File: src/rtl/ccseq_pkg.sv
package ccseq_pkg;

    localparam int PC_W_DEF   = 9;
    localparam int DEPTH_DEF  = 4;
    localparam int NCOMP_DEF  = 4;
    localparam int RES_W_DEF  = 16;

    typedef enum logic [1:0] {
        OP_PLAIN  = 2'd0,
        OP_BRANCH = 2'd1,
        OP_CALL   = 2'd2,
        OP_RETURN = 2'd3
    } flow_op_e;

    typedef enum logic [1:0] {
        CC_EQ = 2'd0,
        CC_LT = 2'd1,
        CC_GT = 2'd2,
        CC_UN = 2'd3
    } cc_state_e;

    typedef enum logic [2:0] {
        T_ALWAYS = 3'd0,
        T_NEVER  = 3'd1,
        T_EQ     = 3'd2,
        T_NE     = 3'd3,
        T_LT     = 3'd4,
        T_GE     = 3'd5,
        T_GT     = 3'd6,
        T_LE     = 3'd7
    } cc_test_e;

    function automatic logic test_pass(input cc_test_e t, input cc_state_e s);
        logic r;
        case (t)
            T_ALWAYS: r = 1'b1;
            T_NEVER:  r = 1'b0;
            T_EQ:     r = (s == CC_EQ);
            T_NE:     r = (s != CC_EQ);
            T_LT:     r = (s == CC_LT);
            T_GE:     r = (s == CC_GT) || (s == CC_EQ);
            T_GT:     r = (s == CC_GT);
            T_LE:     r = (s == CC_LT) || (s == CC_EQ);
            default:  r = 1'b0;
        endcase
        return r;
    endfunction

endpackage

File: src/rtl/ccseq_ccreg.sv
module ccseq_ccreg
    import ccseq_pkg::*;
#(
    parameter int N_COMP = NCOMP_DEF,
    parameter int RES_W  = RES_W_DEF
) (
    input  logic                      clk,
    input  logic                      rst,
    input  logic                      wr_en,
    input  logic [N_COMP*RES_W-1:0]   res_data,
    input  logic [N_COMP-1:0]         res_unord,
    output logic [2*N_COMP-1:0]       cc_flat
);

    for (genvar i = 0; i < N_COMP; i++) begin : g_comp
        logic signed [RES_W-1:0] val;
        cc_state_e               nxt;
        cc_state_e               st_q;

        assign val = res_data[i*RES_W +: RES_W];

        always_comb begin
            if (res_unord[i])
                nxt = CC_UN;
            else if (val < 0)
                nxt = CC_LT;
            else if (val == '0)
                nxt = CC_EQ;
            else
                nxt = CC_GT;
        end

        always_ff @(posedge clk) begin
            if (rst)
                st_q <= CC_EQ;
            else if (wr_en)
                st_q <= nxt;
        end

        assign cc_flat[2*i +: 2] = st_q;
    end

endmodule

File: src/rtl/ccseq_cond.sv
module ccseq_cond
    import ccseq_pkg::*;
#(
    parameter int N_COMP = NCOMP_DEF
) (
    input  logic [2*N_COMP-1:0]          cc_flat,
    input  logic [$clog2(N_COMP)-1:0]    comp_sel,
    input  logic [2:0]                   test_sel,
    output logic                         pass
);

    localparam int SW = $clog2(N_COMP);

    cc_state_e sel_state;

    always_comb begin
        sel_state = CC_EQ;
        for (int i = 0; i < N_COMP; i++) begin
            if (comp_sel == SW'(i))
                sel_state = cc_state_e'(cc_flat[2*i +: 2]);
        end
    end

    assign pass = test_pass(cc_test_e'(test_sel), sel_state);

endmodule

File: src/rtl/ccseq_stack.sv
module ccseq_stack #(
    parameter int PC_W  = 9,
    parameter int DEPTH = 4
) (
    input  logic                          clk,
    input  logic                          rst,
    input  logic                          push,
    input  logic                          pop,
    input  logic [PC_W-1:0]               push_addr,
    output logic [PC_W-1:0]               top_addr,
    output logic                          full,
    output logic                          empty,
    output logic [$clog2(DEPTH+1)-1:0]    depth
);

    localparam int CNT_W = $clog2(DEPTH+1);

    logic [CNT_W-1:0] cnt_q;
    logic [PC_W-1:0]  slots [DEPTH];

    for (genvar i = 0; i < DEPTH; i++) begin : g_slot
        logic [PC_W-1:0] slot_q;
        always_ff @(posedge clk) begin
            if (rst)
                slot_q <= '0;
            else if (push && cnt_q == CNT_W'(i))
                slot_q <= push_addr;
        end
        assign slots[i] = slot_q;
    end

    always_ff @(posedge clk) begin
        if (rst)
            cnt_q <= '0;
        else if (push && !full)
            cnt_q <= cnt_q + CNT_W'(1);
        else if (pop && !empty)
            cnt_q <= cnt_q - CNT_W'(1);
    end

    always_comb begin
        top_addr = '0;
        for (int i = 0; i < DEPTH; i++) begin
            if (cnt_q == CNT_W'(i + 1))
                top_addr = slots[i];
        end
    end

    assign full  = (cnt_q == CNT_W'(DEPTH));
    assign empty = (cnt_q == '0);
    assign depth = cnt_q;

endmodule

File: src/rtl/ccseq_pcgen.sv
module ccseq_pcgen
    import ccseq_pkg::*;
#(
    parameter int PC_W = PC_W_DEF
) (
    input  logic              live,
    input  flow_op_e          op,
    input  logic              pass,
    input  logic              full,
    input  logic              empty,
    input  logic [PC_W-1:0]   pc,
    input  logic [PC_W-1:0]   target,
    input  logic [PC_W-1:0]   ret_addr,
    output logic [PC_W-1:0]   pc_nxt,
    output logic [PC_W-1:0]   link_addr,
    output logic              push,
    output logic              pop,
    output logic              fault,
    output logic              cc_allow
);

    logic [PC_W-1:0] pc_inc;

    assign pc_inc    = pc + PC_W'(1);
    assign link_addr = pc_inc;
    assign cc_allow  = live && (op == OP_PLAIN);

    always_comb begin
        pc_nxt = pc;
        push   = 1'b0;
        pop    = 1'b0;
        fault  = 1'b0;
        if (live) begin
            unique case (op)
                OP_PLAIN: pc_nxt = pc_inc;
                OP_BRANCH: pc_nxt = pass ? target : pc_inc;
                OP_CALL: begin
                    if (!pass)
                        pc_nxt = pc_inc;
                    else if (full)
                        fault = 1'b1;
                    else begin
                        push   = 1'b1;
                        pc_nxt = target;
                    end
                end
                OP_RETURN: begin
                    if (empty)
                        fault = 1'b1;
                    else begin
                        pop    = 1'b1;
                        pc_nxt = ret_addr;
                    end
                end
                default: pc_nxt = pc;
            endcase
        end
    end

endmodule

File: src/rtl/ccseq_top.sv
module ccseq_top
    import ccseq_pkg::*;
#(
    parameter int PC_W   = PC_W_DEF,
    parameter int DEPTH  = DEPTH_DEF,
    parameter int N_COMP = NCOMP_DEF,
    parameter int RES_W  = RES_W_DEF
) (
    input  logic                          clk,
    input  logic                          rst,
    input  logic                          issue,
    input  logic [1:0]                    op,
    input  logic [PC_W-1:0]               target,
    input  logic [2:0]                    test_sel,
    input  logic [$clog2(N_COMP)-1:0]     comp_sel,
    input  logic                          cc_wr,
    input  logic [N_COMP*RES_W-1:0]       res_data,
    input  logic [N_COMP-1:0]             res_unord,
    output logic [PC_W-1:0]               pc,
    output logic                          stack_err
);

    localparam int CNT_W = $clog2(DEPTH+1);

    flow_op_e               op_e;
    logic                   live;
    logic                   cond_pass;
    logic [2*N_COMP-1:0]    cc_flat;
    logic                   cc_allow;
    logic                   cc_we;
    logic                   stk_push, stk_pop, stk_full, stk_empty;
    logic [CNT_W-1:0]       stk_depth;
    logic [PC_W-1:0]        ret_addr, link_addr, pc_nxt;
    logic                   fault;
    logic [PC_W-1:0]        pc_q;
    logic                   err_q;

    assign op_e  = flow_op_e'(op);
    assign live  = issue && !err_q;
    assign cc_we = cc_allow && cc_wr;

    ccseq_ccreg #(.N_COMP(N_COMP), .RES_W(RES_W)) u_ccreg (
        .clk       (clk),
        .rst       (rst),
        .wr_en     (cc_we),
        .res_data  (res_data),
        .res_unord (res_unord),
        .cc_flat   (cc_flat)
    );

    ccseq_cond #(.N_COMP(N_COMP)) u_cond (
        .cc_flat  (cc_flat),
        .comp_sel (comp_sel),
        .test_sel (test_sel),
        .pass     (cond_pass)
    );

    ccseq_stack #(.PC_W(PC_W), .DEPTH(DEPTH)) u_stack (
        .clk       (clk),
        .rst       (rst),
        .push      (stk_push),
        .pop       (stk_pop),
        .push_addr (link_addr),
        .top_addr  (ret_addr),
        .full      (stk_full),
        .empty     (stk_empty),
        .depth     (stk_depth)
    );

    ccseq_pcgen #(.PC_W(PC_W)) u_pcgen (
        .live      (live),
        .op        (op_e),
        .pass      (cond_pass),
        .full      (stk_full),
        .empty     (stk_empty),
        .pc        (pc_q),
        .target    (target),
        .ret_addr  (ret_addr),
        .pc_nxt    (pc_nxt),
        .link_addr (link_addr),
        .push      (stk_push),
        .pop       (stk_pop),
        .fault     (fault),
        .cc_allow  (cc_allow)
    );

    always_ff @(posedge clk) begin
        if (rst) begin
            pc_q  <= '0;
            err_q <= 1'b0;
        end else begin
            pc_q <= pc_nxt;
            if (fault)
                err_q <= 1'b1;
        end
    end

    assign pc        = pc_q;
    assign stack_err = err_q;

endmodule

File: config.mk
export PLATFORM = sky130hd
export DESIGN_NAME = ccseq_top
export DESIGN_NICKNAME = d
export VERILOG_FILES = /design/src/rtl/ccseq_pkg.sv /design/src/rtl/ccseq_ccreg.sv /design/src/rtl/ccseq_cond.sv /design/src/rtl/ccseq_stack.sv /design/src/rtl/ccseq_pcgen.sv /design/src/rtl/ccseq_top.sv
export SDC_FILE = /design/constraint.sdc
export NUM_CORES = 1
export LEC_CHECK = 0
export ABC_AREA = 1
export CAP_MARGIN = 20
export CORE_ASPECT_RATIO = 0.75
export CORE_MARGIN = 3
export CORE_UTILIZATION = 54
export CTS_CLUSTER_SIZE = 14
export DETAILED_ROUTE_END_ITERATION = 10
export DONT_BUFFER_PORTS = 1
export PLACE_DENSITY = 0.8
export SLEW_MARGIN = 20
export SYNTH_ARGS = -nofsm -noshare
export SYNTH_HDL_FRONTEND = slang
export SYNTH_SLANG_ARGS = --single-unit
File: constraint.sdc
create_clock -name clk -period 3.56 [get_ports clk]
set_input_delay 0.534 -clock clk [delete_from_list [all_inputs] [get_ports clk]]
set_output_delay 0.534 -clock clk [all_outputs]
set_load 0.02 [all_outputs]
==> reports/summary.txt, run 1 <==
==========================================================================================
Clock root cell                                                                   clkbuf_8
Port bufs                                                                                0
Insertion delay of the later-clocked pin in the worst-skew pair                    0.35 ns
Cells resized by post-CTS repair                                                         0
Source of the critical timing path                                            u_stack.depth[0]
Total leakage power                                                                1.49 nW
Non-filler instance count after layout                                                 578
Clock tree from TritonCTS                                                            built
Area contributors post-synth                                                  dfxtp_1 34%, nand2_1 11%, a21oi_1 9.4%
F_max                                                                              408 MHz
Area of the mapped netlist                                                     0.00334 mm2
CTS buffer count                                                                         9
Die Y-Extent                                                                       74.1 um
Multi-input logic area                                                         0.00184 mm2
Layout cells sized above 1                                                          0.0520
Half-perimeter wire length after detailed placement                                7020 um
Worst Setup Path Type                                                         register to register
Async set or reset register ratio after synthesis                                        0
Layout overhead on the synthesized area                                              6.74%
Data required time at the worst endpoint                                           3.83 ns
Level count of the clock H-tree                                                          3
Post-Synthesis Cells                                                                   503
Total routing resource utilization after global routing                              0.266
Power Dens Cells                                                                435 mW/mm2
Final routed wirelength across all metal layers                                    9390 um
Number of buffers added for setup after CTS                                              0
Maximum buffer depth of the clock tree                                                   2
Top_reg_cell synth                                                                 dfxtp_1
Routed wire length per instance                                                    16.3 um
Yosys top cell by area                                                             dfxtp_1
Synth warn                                                                               0
Syn Area/Cell                                                                     6.64 um2
Die W                                                                              96.8 um
Filler cell count in the final layout                                                  572
Number of DRC markers after the initial detailed-route iteration                       282
Number of sinks handled by clock tree synthesis                                         57
Post-placement setup slack                                                         1.02 ns
Most used standard cells in the synthesized netlist                           94 x nand2_1, 70 x inv_1, 63 x a21oi_1, 57 x dfxtp_1, 51 x o21ai_0
Number of synthesized register bits                                                     57
Die Outline Area                                                               0.00718 mm2
EDFF count, synth                                                                        0
Transition time at the pin with the least slew margin                             0.886 ns
Vias in the first global route                                                        3065
Critical path, cell by cell                                                   inv_1, ha_1, nand2_1, buf_4, inv_1, nor2_1, o21ai_4, nor2_2, o21ai_0, a21oi_1
Part of the Yosys area used for sequential elements                                  0.342
Critical Path AT                                                                   2.72 ns
Wire length of the first global-routing pass                                      15000 um
Worst-path cell with the longest stage delay                                        nor2_2
DR DRC count                                                                             0
Most frequent cell after synthesis                                                 nand2_1
Smallest setup slack after layout                                                  1.11 ns
Crit-path max cell delay                                                           0.58 ns
Effective utilization at floorplan                                                   0.568
Clock edge transition at the registers on the reported setup and hold paths        0.07 ns
Diode count                                                                              0
Number of search-and-repair iterations in the first detailed-routing pass                5
Standard-cell rows                                                                      24
Hold-fix buffers, CTS                                                                    0
Post-route setup TNS                                                                  0 ns
Critical path peak fanout                                                               18
Post-Route Utilization                                                               0.606
Boundary Pins                                                                           98
Cell count after placement                                                             563
Register area                                                                  0.00114 mm2
Mean number of vias per cell                                                          5.82
Placeable core area                                                            0.00589 mm2
Critical path's most frequent cell                                                   inv_1
Pin count of the biggest net entering global routing                                    36
Number of maximum-capacitance violations                                                 0
Post-synthesis cell type count                                                          34
Number of antenna violations at the first check in global routing                        0
Launch instance of the worst min-delay path                                            rst
Synth top area share                                                                 0.342
Shortest period the worst path allows                                              2.45 ns
Worst slew margin relative to its limit                                              0.408
Max rail drop VDD                                                                   230 uV
R2r startpoint                                                                u_stack.depth[0]
Number of endpoints with negative hold slack in the final report                         0
Detail Route Antenna Nets                                                                0
Hold/Removal Path Class                                                       input port to register
Synthesized net count                                                                  601
Critical Path End Type                                                            register
Startpoint Class                                                                  register
Number of max-slew violations in the final report                                        0
RD Place Congestion                                                                  0.944
Final critical-path share of the clock period                                        0.688
Worst-case hold slack                                                             0.249 ns
Number of setup violations in the final report                                           0
Overall overflow remaining after global route                                            0
Via count                                                                             3362
Unrepaired setup endpoints after global routing                                      false
Final nets                                                                             594
Run status                                                                    complete, no violations
Largest clock skew in the final design                                           0.0126 ns
==========================================================================================
==> worst paths after layout <==
| kind | cells past startpoint | slack [ns] | endpoint |
|---|---|---|---|
| setup / recovery | 10 | 1.11 | u_stack.g_slot[3].slot_q[4] |
| hold / removal | 1 | 0.25 | pc[2] |
| setup reg to reg | 10 | 1.11 | u_stack.g_slot[3].slot_q[4] |
| hold reg to reg | 2 | 0.47 | u_ccreg.g_comp[0].st_q[0] |
==> worst max-delay path: cells and delay by family (launching register included) <==
| family | cells | cell delay, ns |
|---|---|---|
| simple gates | 3 | 0.85 |
| compound gates | 3 | 0.47 |
| buf+inv | 3 | 0.43 |
| flops | 1 | 0.39 |
| fa+ha+maj | 1 | 0.22 |
==> power breakdown <==
part           total (mW)  switching (mW)  leakage [nW]  internal, mW
combinational       0.204           0.140         0.920        0.0645
sequential          0.684          0.0280         0.461         0.656
clock               0.665           0.256         0.106         0.409
total                1.55           0.424          1.49          1.13
==> per-layer routing <==
metal | up-vias | wire length, um | global-route usage | part of all wire
li1 | 1666 | - | - | -
met4 | 0 | 85 | 0.0576 | 0.0090
met1 | 1515 | 4080 | 0.343 | 0.43
met2 | 171 | 4270 | 0.449 | 0.45
met5 | - | 0 | 0 | 0
met3 | 10 | 950 | 0.0806 | 0.10
==> cells in the final DEF, fill, tap and decap left out, drive strengths merged <==
master	synthesis	final
a211oi	1	1
a21oi	63	63
a221oi	8	8
a31oi	2	2
buf	8	1
bufinv	0	2
clkbuf	11	12
clkinv	1	2
dfxtp	57	57
ha	10	10
inv	71	71
nand2	96	96
nand3	26	26
nand4	6	6
nor2	46	46
nor3	6	6
nor3b	1	1
nor4	12	12
o211ai	1	1
o21ai	58	58
o21bai	10	10
o31ai	5	5
or2	1	1
xor2	3	3
==> state kept, by name (all words and copies together), names as in the netlist <==
signal,flops
pc,9
stack_err,1
u_ccreg.g_comp.st_q,8
u_stack.depth,3
u_stack.g_slot.slot_q,36
==> cells by family after synthesis <==
kind of cell | count (synthesis) | share of synthesized area
flops | 57 | 0.342
fa+ha+maj | 10 | 0.0375
buf+inv | 91 | 0.109
simple gates | 194 | 0.256
xor+xnor | 3 | 0.00787
compound gates | 148 | 0.249
==> per-stage QoR <==
step	cell area, um2	total power [mW]
after CTS	3570	1.55
after detailed placement	3360	0.897
after global placement	3360	0.893
after floorplan	3340	0.853
final	3570	1.55
after global routing	3570	1.62
==> area by class of cell <==
type | instances | area share
flip-flops and latches | 57 | 0.320
repair buffers | 1 | 0.00211
well taps | 78 | 0.0274
clock inverters | 3 | 0.0182
clock buffers | 12 | 0.0407
multi-input cells | 355 | 0.515
inverters | 72 | 0.0765
No activity file was read; power rests on OpenSTA's default activity.
==> run 2, diff against run 1 <==
==> constraint.sdc (replaced) <==
create_clock -name clk -period 2.3 [get_ports clk]
set_input_delay 0.345 -clock clk [delete_from_list [all_inputs] [get_ports clk]]
set_output_delay 0.345 -clock clk [all_outputs]
set_load 0.02 [all_outputs]
==> run 2 against run 1 <==
Against the previous run:
- sequential share of layout area decreased by 0.73 points
- clock skew fell by 0.0048 ns
- critical path depth up 2
- register-to-register slack worse by 0.90 ns
- critical endpoint is now pc[2]
- count of clock-buffer cells in the layout decreased by 3
==> reports/summary.txt, run 2 (synthesis gave the netlist of run 1 again) <==
==========================================================================================
Run status                                                                    complete, no violations
Routed wire length per instance                                                    16.1 um   -1.2%
Critical Path AT                                                                   2.36 ns   -0.36 ns
Diode count                                                                              0   unchanged
Smallest setup slack after layout                                                 0.209 ns   -0.902 ns
Data required time at the worst endpoint                                           2.57 ns   -1.26 ns
Number of maximum-capacitance violations                                                 0   unchanged
Number of setup violations in the final report                                           0   unchanged
Critical path peak fanout                                                                6   -12
Post-placement setup slack                                                        0.168 ns   -0.857 ns
Detailed-routing wirelength on met1                                                4060 um   -0.64%
F_max                                                                              478 MHz   +17%
R2R Path End                                                                         pc[2]
Detail Route Antenna Nets                                                                0   unchanged
Insertion delay of the later-clocked pin in the worst-skew pair                    0.34 ns   about the same
Met2 wirelength from detailed routing                                              4240 um   -0.80%
Startpoint Class                                                                  register
Layout overhead on the synthesized area                                              9.25%
Clock root cell                                                                   clkbuf_8
RD Place Congestion                                                                   1.03   +9.3%
Layout cells sized above 1                                                          0.0766   +0.0246
Number of max-slew violations in the final report                                        0   unchanged
DR DRC count                                                                             0   unchanged
Boundary Pins                                                                           98   unchanged
Number of antenna violations at the first check in global routing                        0   unchanged
Final nets                                                                             602   +1.3%
Clock edge transition at the registers on the reported setup and hold paths        0.07 ns   about the same
Max rail drop VDD                                                                   502 uV   +120%
Post-Route Utilization                                                               0.620   +0.0142
Register containing the most flip-flops in the final layout                   u_stack.g_slot.slot_q
Unrepaired setup endpoints after global routing                                      false
Transition time at the pin with the least slew margin                             0.861 ns   -0.0250 ns
Worst slew margin relative to its limit                                              0.425   +0.0167
Hold-fix buffers, CTS                                                                    0   unchanged
Filler cell count in the final layout                                                  534   -6.6%
Flip-flop count of the largest register after layout                                    36   unchanged
Clock tree from TritonCTS                                                            built
Half-perimeter wire length after detailed placement                                7140 um   +1.7%
R2r startpoint                                                                u_stack.depth[0]
Final routed wirelength across all metal layers                                    9420 um   +0.32%
Most frequent cells in the layout                                             94 x nand2_1, 70 x inv_1, 63 x a21oi_1
Standard-cell rows                                                                      24   unchanged
Power Dens Cells                                                                667 mW/mm2   +53%
Overall overflow remaining after global route                                            0   unchanged
Post-route setup TNS                                                                  0 ns   unchanged
Number of endpoints with negative hold slack in the final report                         0   unchanged
Number of DRC markers after the initial detailed-route iteration                       278   -1.4%
CTS buffer count                                                                         9   unchanged
Effective utilization at floorplan                                                   0.568   unchanged
Placeable core area                                                            0.00589 mm2   unchanged
Total routing resource utilization after global routing                              0.259   -0.00728
Via count                                                                             3398   +1.1%
Hold/Removal Path Class                                                       input port to register
Number of cells traversed by the worst register-to-register path                        12   +2
Total leakage power                                                                1.53 nW   +2.9%
Commonest non-fill, non-tap cell in the layout                                     nand2_1
Critical Path End Type                                                            register
Port bufs                                                                                0   unchanged
Maximum buffer depth of the clock tree                                                   2   unchanged
Largest clock skew in the final design                                          0.00779 ns   -0.00482 ns
Routed met3 length                                                                  893 um   -6.0%
Die W                                                                              96.8 um   unchanged
Vias in the first global route                                                        3040   -0.82%
Mean number of vias per cell                                                          5.79   -0.48%
End point of the most critical hold path                                         stack_err
Uppermost layer routed                                                                met4
Wire length of the first global-routing pass                                      14800 um   -1.9%
Level count of the clock H-tree                                                          3   unchanged
Worst hold stages                                                                        1   unchanged
Number of search-and-repair iterations in the first detailed-routing pass                6   +1
Die Y-Extent                                                                       74.1 um   unchanged
Die Outline Area                                                               0.00718 mm2   unchanged
Number of sinks handled by clock tree synthesis                                         57   unchanged
Worst R2R Setup Slack                                                              0.21 ns   -0.90 ns
Final critical-path share of the clock period                                        0.909   +0.221
Worst Setup Path Type                                                         register to register
Shortest period the worst path allows                                              2.09 ns   -0.358 ns
Launch instance of the worst min-delay path                                            rst
Pin count of the biggest net entering global routing                                    36   unchanged
==========================================================================================
run 2: cell types whose count changed in the layout (fill, tap and decap cells not counted):
| cell | change |
|---|---|
| clkbuf_1 | -2 |
| clkinv_4 | +2 |
| nor2_4 | +2 |
| ha_1 | -1 |
| nor2_1 | -1 |
| ha_2 | +1 |
| buf_4 | +8 |
| clkbuf_8 | -1 |
| clkinv_2 | +1 |
| nor2_2 | -1 |
| clkinvlp_4 | +1 |
run 2: cell type report:
type | instances | area, um2 | share of cell area
multi-input combinational | 355 | 1850 | 0.507
tap | 78 | 97.6 | 0.0267
clock buffer | 9 | 124 | 0.0339
clock inverter | 7 | 95.1 | 0.0261
sequential | 57 | 1140 | 0.313
timing repair buffer | 9 | 67.6 | 0.0185
inverter | 72 | 273 | 0.0747
run 2: critical path: stages (launching register included):
cell and delay [ns]:
dfxtp_1 0.35, inv_1 0.12, ha_2 0.26, inv_1 0.12
nor2_2 0.14, inv_1 0.13, o21ai_0 0.11, o211ai_1 0.12
a31oi_1 0.30, nor2_1 0.08, nand2_1 0.08, nand2_1 0.06
a21oi_1 0.13
run 2: stage by stage:
step / power (mW) / hold slack, ns / instance area (um2) / instances
final: 2.43 / 0.0679 / 3650 / 587
after global routing: 2.53 / 0.0539 / 3650 / 587
after CTS: 2.43 / 0.0596 / 3630 / 587
after detailed placement: 1.40 / 0.419 / 3420 / 571
after global placement: 1.39 / 0.417 / 3420 / 571
after floorplan: 1.32 / 0.424 / 3340 / 503
run 2: worst max path at each step:
stage                           from                          end  slack [ns]  depth (start not counted)
detailed placement       comp_sel[0]  u_stack.g_slot[3].slot_q[5]        0.17                         11
CTS                 u_stack.depth[0]                        pc[2]        0.13                         12
global placement         comp_sel[1]                        pc[6]        0.23                         12
floorplan           u_stack.depth[0]                        pc[1]        0.44                         12
finish              u_stack.depth[0]                        pc[2]        0.21                         12
global route        u_stack.depth[2]                        pc[3]        0.02                         10
run 2: timing repair:
item / CTS / global route
setup buffers: 0 / 0
resized for setup: 0 / 4
endpoints found under the setup margin: 0 / 22
run 2: per-layer routing:
metal / GRT usage / vias to the layer above
li1: - / 1678
met1: 0.339 / 1512
met2: 0.425 / 194
met3: 0.0628 / 14
met4: 0.0903 / 0
met5: 0 / -
run 2: power by group:
part	internal, mW	total, mW	switching (mW)	leakage (nW)
clock network	0.609	1.05	0.438	0.109
registers	1.01	1.05	0.0321	0.461
logic	0.113	0.342	0.229	0.961
